<file path="src/rtl/pdd_pkg.sv">
package pdd_pkg;
  localparam int DEM_W   = 9;
  localparam int DEM_MAX = (1 << DEM_W) - 1;
  typedef logic [DEM_W-1:0] demand_t;
endpackage

</file>
<file path="src/rtl/pdd_glitch_filter.sv">
module pdd_glitch_filter #(
  parameter int FILT_LEN = 8
) (
  input  logic clk,
  input  logic rst_n,
  input  logic raw_in,
  output logic filt_out
);
  localparam int FC_W = $clog2(FILT_LEN + 1);

  logic [FC_W-1:0] run_cnt;

  always_ff @(posedge clk or negedge rst_n) begin
    if (!rst_n) begin
      filt_out <= 1'b0;
      run_cnt  <= '0;
    end else if (raw_in == filt_out) begin
      run_cnt <= '0;
    end else if (run_cnt == FC_W'(FILT_LEN - 1)) begin
      filt_out <= raw_in;
      run_cnt  <= '0;
    end else begin
      run_cnt <= run_cnt + 1'b1;
    end
  end

  AST_FILT_RISE_FROM_PIN: assert property (@(posedge clk) disable iff (!rst_n)
    $rose(filt_out) |-> $past(raw_in));
  AST_FILT_FALL_FROM_PIN: assert property (@(posedge clk) disable iff (!rst_n)
    $fell(filt_out) |-> !$past(raw_in));
endmodule

</file>
<file path="src/rtl/pdd_duty_meter.sv">
module pdd_duty_meter
  import pdd_pkg::*;
#(
  parameter int PERIOD_MAX = 600000
) (
  input  logic    clk,
  input  logic    rst_n,
  input  logic    lvl,
  output demand_t demand,
  output logic    meas_vld
);
  localparam int CNT_W = $clog2(PERIOD_MAX + 1);
  localparam int PW    = CNT_W + DEM_W;

  logic [CNT_W-1:0] per_cnt, hi_cnt;
  logic             lvl_d, armed, rise;
  logic [PW-1:0]    prod, quot;

  assign rise = lvl & ~lvl_d;
  assign prod = {hi_cnt, {DEM_W{1'b0}}} - PW'(hi_cnt);
  assign quot = (per_cnt == '0) ? '0 : prod / PW'(per_cnt);

  always_ff @(posedge clk or negedge rst_n) begin
    if (!rst_n) begin
      per_cnt  <= '0;
      hi_cnt   <= '0;
      lvl_d    <= 1'b0;
      armed    <= 1'b0;
      demand   <= '0;
      meas_vld <= 1'b0;
    end else begin
      lvl_d    <= lvl;
      meas_vld <= 1'b0;
      if (rise) begin
        if (armed) begin
          demand   <= (quot > PW'(DEM_MAX)) ? demand_t'(DEM_MAX) : quot[DEM_W-1:0];
          meas_vld <= 1'b1;
        end
        armed   <= 1'b1;
        per_cnt <= CNT_W'(1);
        hi_cnt  <= CNT_W'(1);
      end else if (per_cnt == CNT_W'(PERIOD_MAX - 1)) begin
        demand   <= lvl ? demand_t'(DEM_MAX) : '0;
        meas_vld <= 1'b1;
        armed    <= 1'b0;
        per_cnt  <= '0;
        hi_cnt   <= '0;
      end else begin
        per_cnt <= per_cnt + 1'b1;
        hi_cnt  <= hi_cnt + CNT_W'(lvl);
      end
    end
  end

  AST_DEMAND_ONLY_ON_MEAS: assert property (@(posedge clk) disable iff (!rst_n)
    !$stable(demand) |-> meas_vld);
  AST_TIMEOUT_HIGH_FULL: assert property (@(posedge clk) disable iff (!rst_n)
    (meas_vld && !armed && lvl_d) |-> (demand == demand_t'(DEM_MAX)));
endmodule

</file>
<file path="src/rtl/pdd_enable_hyst.sv">
module pdd_enable_hyst
  import pdd_pkg::*;
#(
  parameter int ON_TH  = 51,
  parameter int OFF_TH = 38
) (
  input  logic    clk,
  input  logic    rst_n,
  input  logic    meas_vld,
  input  demand_t meas_dem,
  input  logic    standby,
  output logic    enable
);
  localparam demand_t ON_V  = demand_t'(ON_TH);
  localparam demand_t OFF_V = demand_t'(OFF_TH);

  always_ff @(posedge clk or negedge rst_n) begin
    if (!rst_n) begin
      enable <= 1'b0;
    end else if (standby) begin
      enable <= 1'b0;
    end else if (meas_vld) begin
      if (meas_dem > ON_V)       enable <= 1'b1;
      else if (meas_dem < OFF_V) enable <= 1'b0;
    end
  end

  AST_HYST_TURN_ON: assert property (@(posedge clk) disable iff (!rst_n)
    (meas_vld && meas_dem > ON_V && !standby) |=> enable);
  AST_HYST_TURN_OFF: assert property (@(posedge clk) disable iff (!rst_n)
    (meas_vld && meas_dem < OFF_V) |=> !enable);
  AST_HYST_HOLD_BAND: assert property (@(posedge clk) disable iff (!rst_n)
    (meas_vld && meas_dem >= OFF_V && meas_dem <= ON_V && !standby) |=> $stable(enable));
endmodule

</file>
<file path="src/rtl/pdd_standby_ctrl.sv">
module pdd_standby_ctrl #(
  parameter int LOCK_W    = 28,
  parameter int MIN_PULSE = 50
) (
  input  logic              clk,
  input  logic              rst_n,
  input  logic              lvl,
  input  logic [LOCK_W-1:0] lock_off_ticks,
  output logic              standby
);
  localparam int HC_W = $clog2(MIN_PULSE + 1);

  logic [LOCK_W-1:0] low_cnt;
  logic [HC_W-1:0]   high_cnt;

  always_ff @(posedge clk or negedge rst_n) begin
    if (!rst_n) begin
      low_cnt  <= '0;
      high_cnt <= '0;
      standby  <= 1'b1;
    end else begin
      if (lvl)                          low_cnt <= '0;
      else if (low_cnt != lock_off_ticks) low_cnt <= low_cnt + 1'b1;

      if (!lvl)                                high_cnt <= '0;
      else if (high_cnt != HC_W'(MIN_PULSE))   high_cnt <= high_cnt + 1'b1;

      if (!lvl && low_cnt == lock_off_ticks)
        standby <= 1'b1;
      else if (lvl && high_cnt == HC_W'(MIN_PULSE - 1))
        standby <= 1'b0;
    end
  end

  AST_STBY_ENTER_ON_LOW: assert property (@(posedge clk) disable iff (!rst_n)
    $rose(standby) |-> !$past(lvl));
  AST_STBY_EXIT_ON_HIGH: assert property (@(posedge clk) disable iff (!rst_n)
    $fell(standby) |-> $past(lvl));
endmodule

</file>
<file path="src/rtl/pwm_duty_demand.sv">
module pwm_duty_demand
  import pdd_pkg::*;
#(
  parameter int PERIOD_MAX = 600000,
  parameter int FILT_LEN   = 8,
  parameter int MIN_PULSE  = 50,
  parameter int LOCK_W     = 28,
  parameter int ON_TH      = 51,
  parameter int OFF_TH     = 38
) (
  input  logic              clk,
  input  logic              rst_n,
  input  logic              pwm_in,
  input  logic [LOCK_W-1:0] lock_off_ticks,
  output logic [DEM_W-1:0]  demand,
  output logic              drive_enable,
  output logic              standby
);
  logic    pin_f;
  logic    meas_vld;
  demand_t dem_q;

  pdd_glitch_filter #(.FILT_LEN(FILT_LEN)) u_filt (
    .clk(clk), .rst_n(rst_n), .raw_in(pwm_in), .filt_out(pin_f)
  );

  pdd_duty_meter #(.PERIOD_MAX(PERIOD_MAX)) u_meter (
    .clk(clk), .rst_n(rst_n), .lvl(pin_f), .demand(dem_q), .meas_vld(meas_vld)
  );

  pdd_enable_hyst #(.ON_TH(ON_TH), .OFF_TH(OFF_TH)) u_hyst (
    .clk(clk), .rst_n(rst_n), .meas_vld(meas_vld), .meas_dem(dem_q),
    .standby(standby), .enable(drive_enable)
  );

  pdd_standby_ctrl #(.LOCK_W(LOCK_W), .MIN_PULSE(MIN_PULSE)) u_stby (
    .clk(clk), .rst_n(rst_n), .lvl(pin_f), .lock_off_ticks(lock_off_ticks),
    .standby(standby)
  );

  assign demand = dem_q;

  AST_NO_DRIVE_IN_STANDBY: assert property (@(posedge clk) disable iff (!rst_n)
    standby |=> !drive_enable);
endmodule

</file>
<file path="config.mk">
export PLATFORM = sky130hd
export DESIGN_NAME = pwm_duty_demand
export DESIGN_NICKNAME = d
export VERILOG_FILES = /design/src/rtl/pdd_pkg.sv /design/src/rtl/pdd_glitch_filter.sv /design/src/rtl/pdd_duty_meter.sv /design/src/rtl/pdd_enable_hyst.sv /design/src/rtl/pdd_standby_ctrl.sv /design/src/rtl/pwm_duty_demand.sv
export SDC_FILE = /design/constraint.sdc
export NUM_CORES = 1
export LEC_CHECK = 0
export ABC_AREA = 1
export BUFFER_PORTS_ARGS = -buffer_cell sky130_fd_sc_hd__buf_2
export CAP_MARGIN = 15
export CORE_AREA = 2 2 235 237
export DETAILED_ROUTE_END_ITERATION = 6
export DIE_AREA = 0 0 237 239
export MAX_ROUTING_LAYER = met4
export PLACE_DENSITY = 0.7
export SKIP_CTS_REPAIR_TIMING = 1
export SLEW_MARGIN = 20
export SYNTH_ARGS = -nofsm -noshare
export SYNTH_HDL_FRONTEND = slang
export SYNTH_SLANG_ARGS = --single-unit
</file>
<file path="constraint.sdc">
create_clock -name clk -period 113.2 [get_ports clk]
set_input_delay 22.64 -clock clk [delete_from_list [all_inputs] [get_ports clk]]
set_output_delay 22.64 -clock clk [all_outputs]
set_load 0.1 [all_outputs]
</file>
==> impl_results.md <==
- Outcome: finished clean
- Final setup skew: about 14 ps
- Cell area after synthesis: 0.0262 mm^2
- Slew Viols, Final: 0
- Crit path time final: 85640 ps
- Worst-Margin Slew: 763 ps
- Met2 Use GR: 0.419
- Worst reg2reg endpoint: u_meter.demand[0]
- CTS Buf Count: 9
- # rows: 86
- Antenna Cells: 0
- Critical Path Source Type: flop
- Setup total negative slack: 0 ps
- Fill count: about 5600
- Ys async rst share: 1.00
- CP required: roughly 110000 ps
- First-pass GRT wire length: 120 mm
- HP Class: reg -> reg
- Max-slew headroom: 0.491
- Final Hold Fails: 0
- Period utilization: 0.756
- DRT Pass-1 Iters: 6
- Setup Viol. Count Final: 0
- DRC Markers: 0
- GRT Total Usage: 0.262
- Final ANT Viol Nets: 0
- Number of enable flip-flop cells after synthesis: 0
- Max-cap violations: 0
- Top FF cell, synth: dfrtp_1
- Post-synth top area share: 0.198
- Final WL: around 73 mm
- Fin util: 0.506
- Most used routing layer: met2
- NumNets Final: ~4800
- IO Port Bufs: approximately 40
- Worst reg-to-reg path cell count: approximately 550
- Detailed router's first-iteration violation count: ~1900
- TritonCTS Sinks: 93
- Top post-synthesis cells by area: ha_1, nand2_1, inv_1
- CTS Buffer Depth: 2
- CP Depth: 551
- Max frequency: 11.7 MHz
- Die height: 239 um
- Pin count of the biggest net entering global routing: between 50 and 60
- R2r setup slk: approximately 28000 ps
- Area Growth Syn to Fin: 4.98%
- Avg WL per Cell: 14.4 um
- Grt met3 use: 0.0158
- Worst skew pair latency: approximately 370 ps
- Arrival time worst endpoint: 85900 ps
- RSZ-0062 raised after global routing: no
- H-tree levels: 3
- Distinct cells, synth: ~70
- I/O pin count: between 40 and 50
- Crit Path Category: reg -> reg
- Core area: 0.0543 mm^2
- CTS tree: yes
- CP startpoint: u_meter.hi_cnt[14]
- Worst Setup EP: u_meter.demand[0]
- Most frequent CP cell: nand2_1
- RD Place Congestion: 0.947
- CTS clk-pin slew, worst paths: 70 ps
- Max FO, Critical Path: 35
- Vias per cell: approximately 5.4
- Vias: roughly 27000
- Yosys warns: 0
- Antenna violations before repair: 0
- Post-synthesis sequential area ratio: 0.0889
- Buf/Inv on CP: about 110
- Die area: 0.0566 mm^2
- GR Overflow Total: 0
- Grt met1 use: 0.361
- Synth Instances: between 4000 and 5000
- FF+latch count, synth: 93
- Clock root cell: clkbuf_16
- Area leader, netlist: ha_1
- Crit end category: flop
- Crit-path leading delay family: compound AO/OA/AOI/OAI gates
- Syn Area/Cell: just over 6 um^2
- Layout cells sized above 1: 0.0620
- Initial cell density of the core: 0.482
- Hpwl dp: 58.3 mm
- CP max stage cell: clkinv_1
- Width of the die: between 200 and 250 um
- Crit Reg-Reg Startpoint: u_meter.hi_cnt[14]
- Max incr delay on CP: 770 ps
- Vias in the first global route: 24290
- Post-synth net total: between 4000 and 5000
-- area by class of cell --
class	count	area, um^2	area share
Multi-Input combinational cell	3455	20900	0.760
Clock inverter	5	82.6	0.00300
Timing Repair Buffer	69	418	0.0152
Tap cell	704	881	0.0320
Inverter	706	2650	0.0964
Clock buffer	11	233	0.00847
Sequential cell	93	2330	0.0847
-- worst min-delay path by stage --
stage	slack, ps	depth (start not counted)	startpoint	endpoint
global placement	450	1	u_filt.run_cnt[0]	u_filt.run_cnt[0]
CTS	470	1	u_filt.run_cnt[0]	u_filt.run_cnt[0]
finish	470	1	u_filt.run_cnt[0]	u_filt.run_cnt[0]
global route	490	1	u_filt.run_cnt[0]	u_filt.run_cnt[0]
detailed placement	450	1	u_filt.run_cnt[0]	u_filt.run_cnt[0]
floorplan	380	0	u_filt.filt_out	u_meter.lvl_d
-- synthesized netlist by cell type, drive strengths merged (37+ instances only) --
cell    instances
or2            48
nor3           83
ha            414
a21oi         376
nand3         226
xor2          207
o21bai         37
o21ai         336
inv           698
nand4          57
nor2          350
nand2        1038
dfrtp          92
xnor2          91
clkbuf         41
-- through the flow --
step                setup slack [ps]  instance area (um^2)  hold WS, ps  std cells
floorplan                      39490                 26200          378       4320
global placement               30420                 27200          448       5027
detailed placement             28590                 27200          454       5027
CTS                            28300                 27500          468       5043
global route                   15630                 27500          491       5043
finish                         27560                 27500          466       5043
-- cells by family after synthesis --
kind of cell,after synthesis,synth area share
fa+ha+maj,414,0.198
simple gates,1850,0.310
xor+xnor,298,0.100
buf+inv,772,0.113
mux,4,0.00153
compound gates,889,0.189
flops,93,0.0889
-- registers in the layout (all words and copies together) (netlist names) --
signal / cells
u_stby.low_cnt: 28
u_meter.hi_cnt: 20
u_meter.lvl_d: 1
u_meter.demand: 9
u_meter.meas_vld: 1
u_stby.high_cnt: 6
u_filt.filt_out: 1
u_hyst.enable: 1
u_filt.run_cnt: 4
u_stby.standby: 1
u_meter.armed: 1
u_meter.per_cnt: 20
-- cells in the final DEF, fill, tap and decap left out, types with 25 or more instances in the layout --
cell      count
nand2_1    1004
inv_1       649
ha_1        414
a21oi_1     371
nor2_1      322
o21ai_0     285
nand3_1     206
xor2_1      205
dfrtp_1      92
xnor2_1      91
nor3_1       82
nand4_1      56
o21ai_1      50
inv_2        49
or2_2        41
buf_2        40
o21bai_1     36
buf_4        29
nand2_2      28
a21o_1       27
o31ai_1      25
-- metal layers --
layer	wire length, um	share of wire	up-vias
met5	0	0	-
li1	-	-	14293
met3	3220	0.044	98
met2	31500	0.43	520
met4	1770	0.024	0
met1	36200	0.50	12157
-- worst register-to-register path: cells and delay by family, from the launching register on --
kind,cells,cell delay [ps]
DFF,1,470
AOI/OAI and AO/OA,205,37560
buffers and inverters,108,14050
and+or+nand+nor,207,23580
xor gates and xnor gates,1,250
adders and majority gates,30,9550
Power is not shown: default switching activity piles up to over one toggle a cycle in this logic, so the estimate is an artifact.
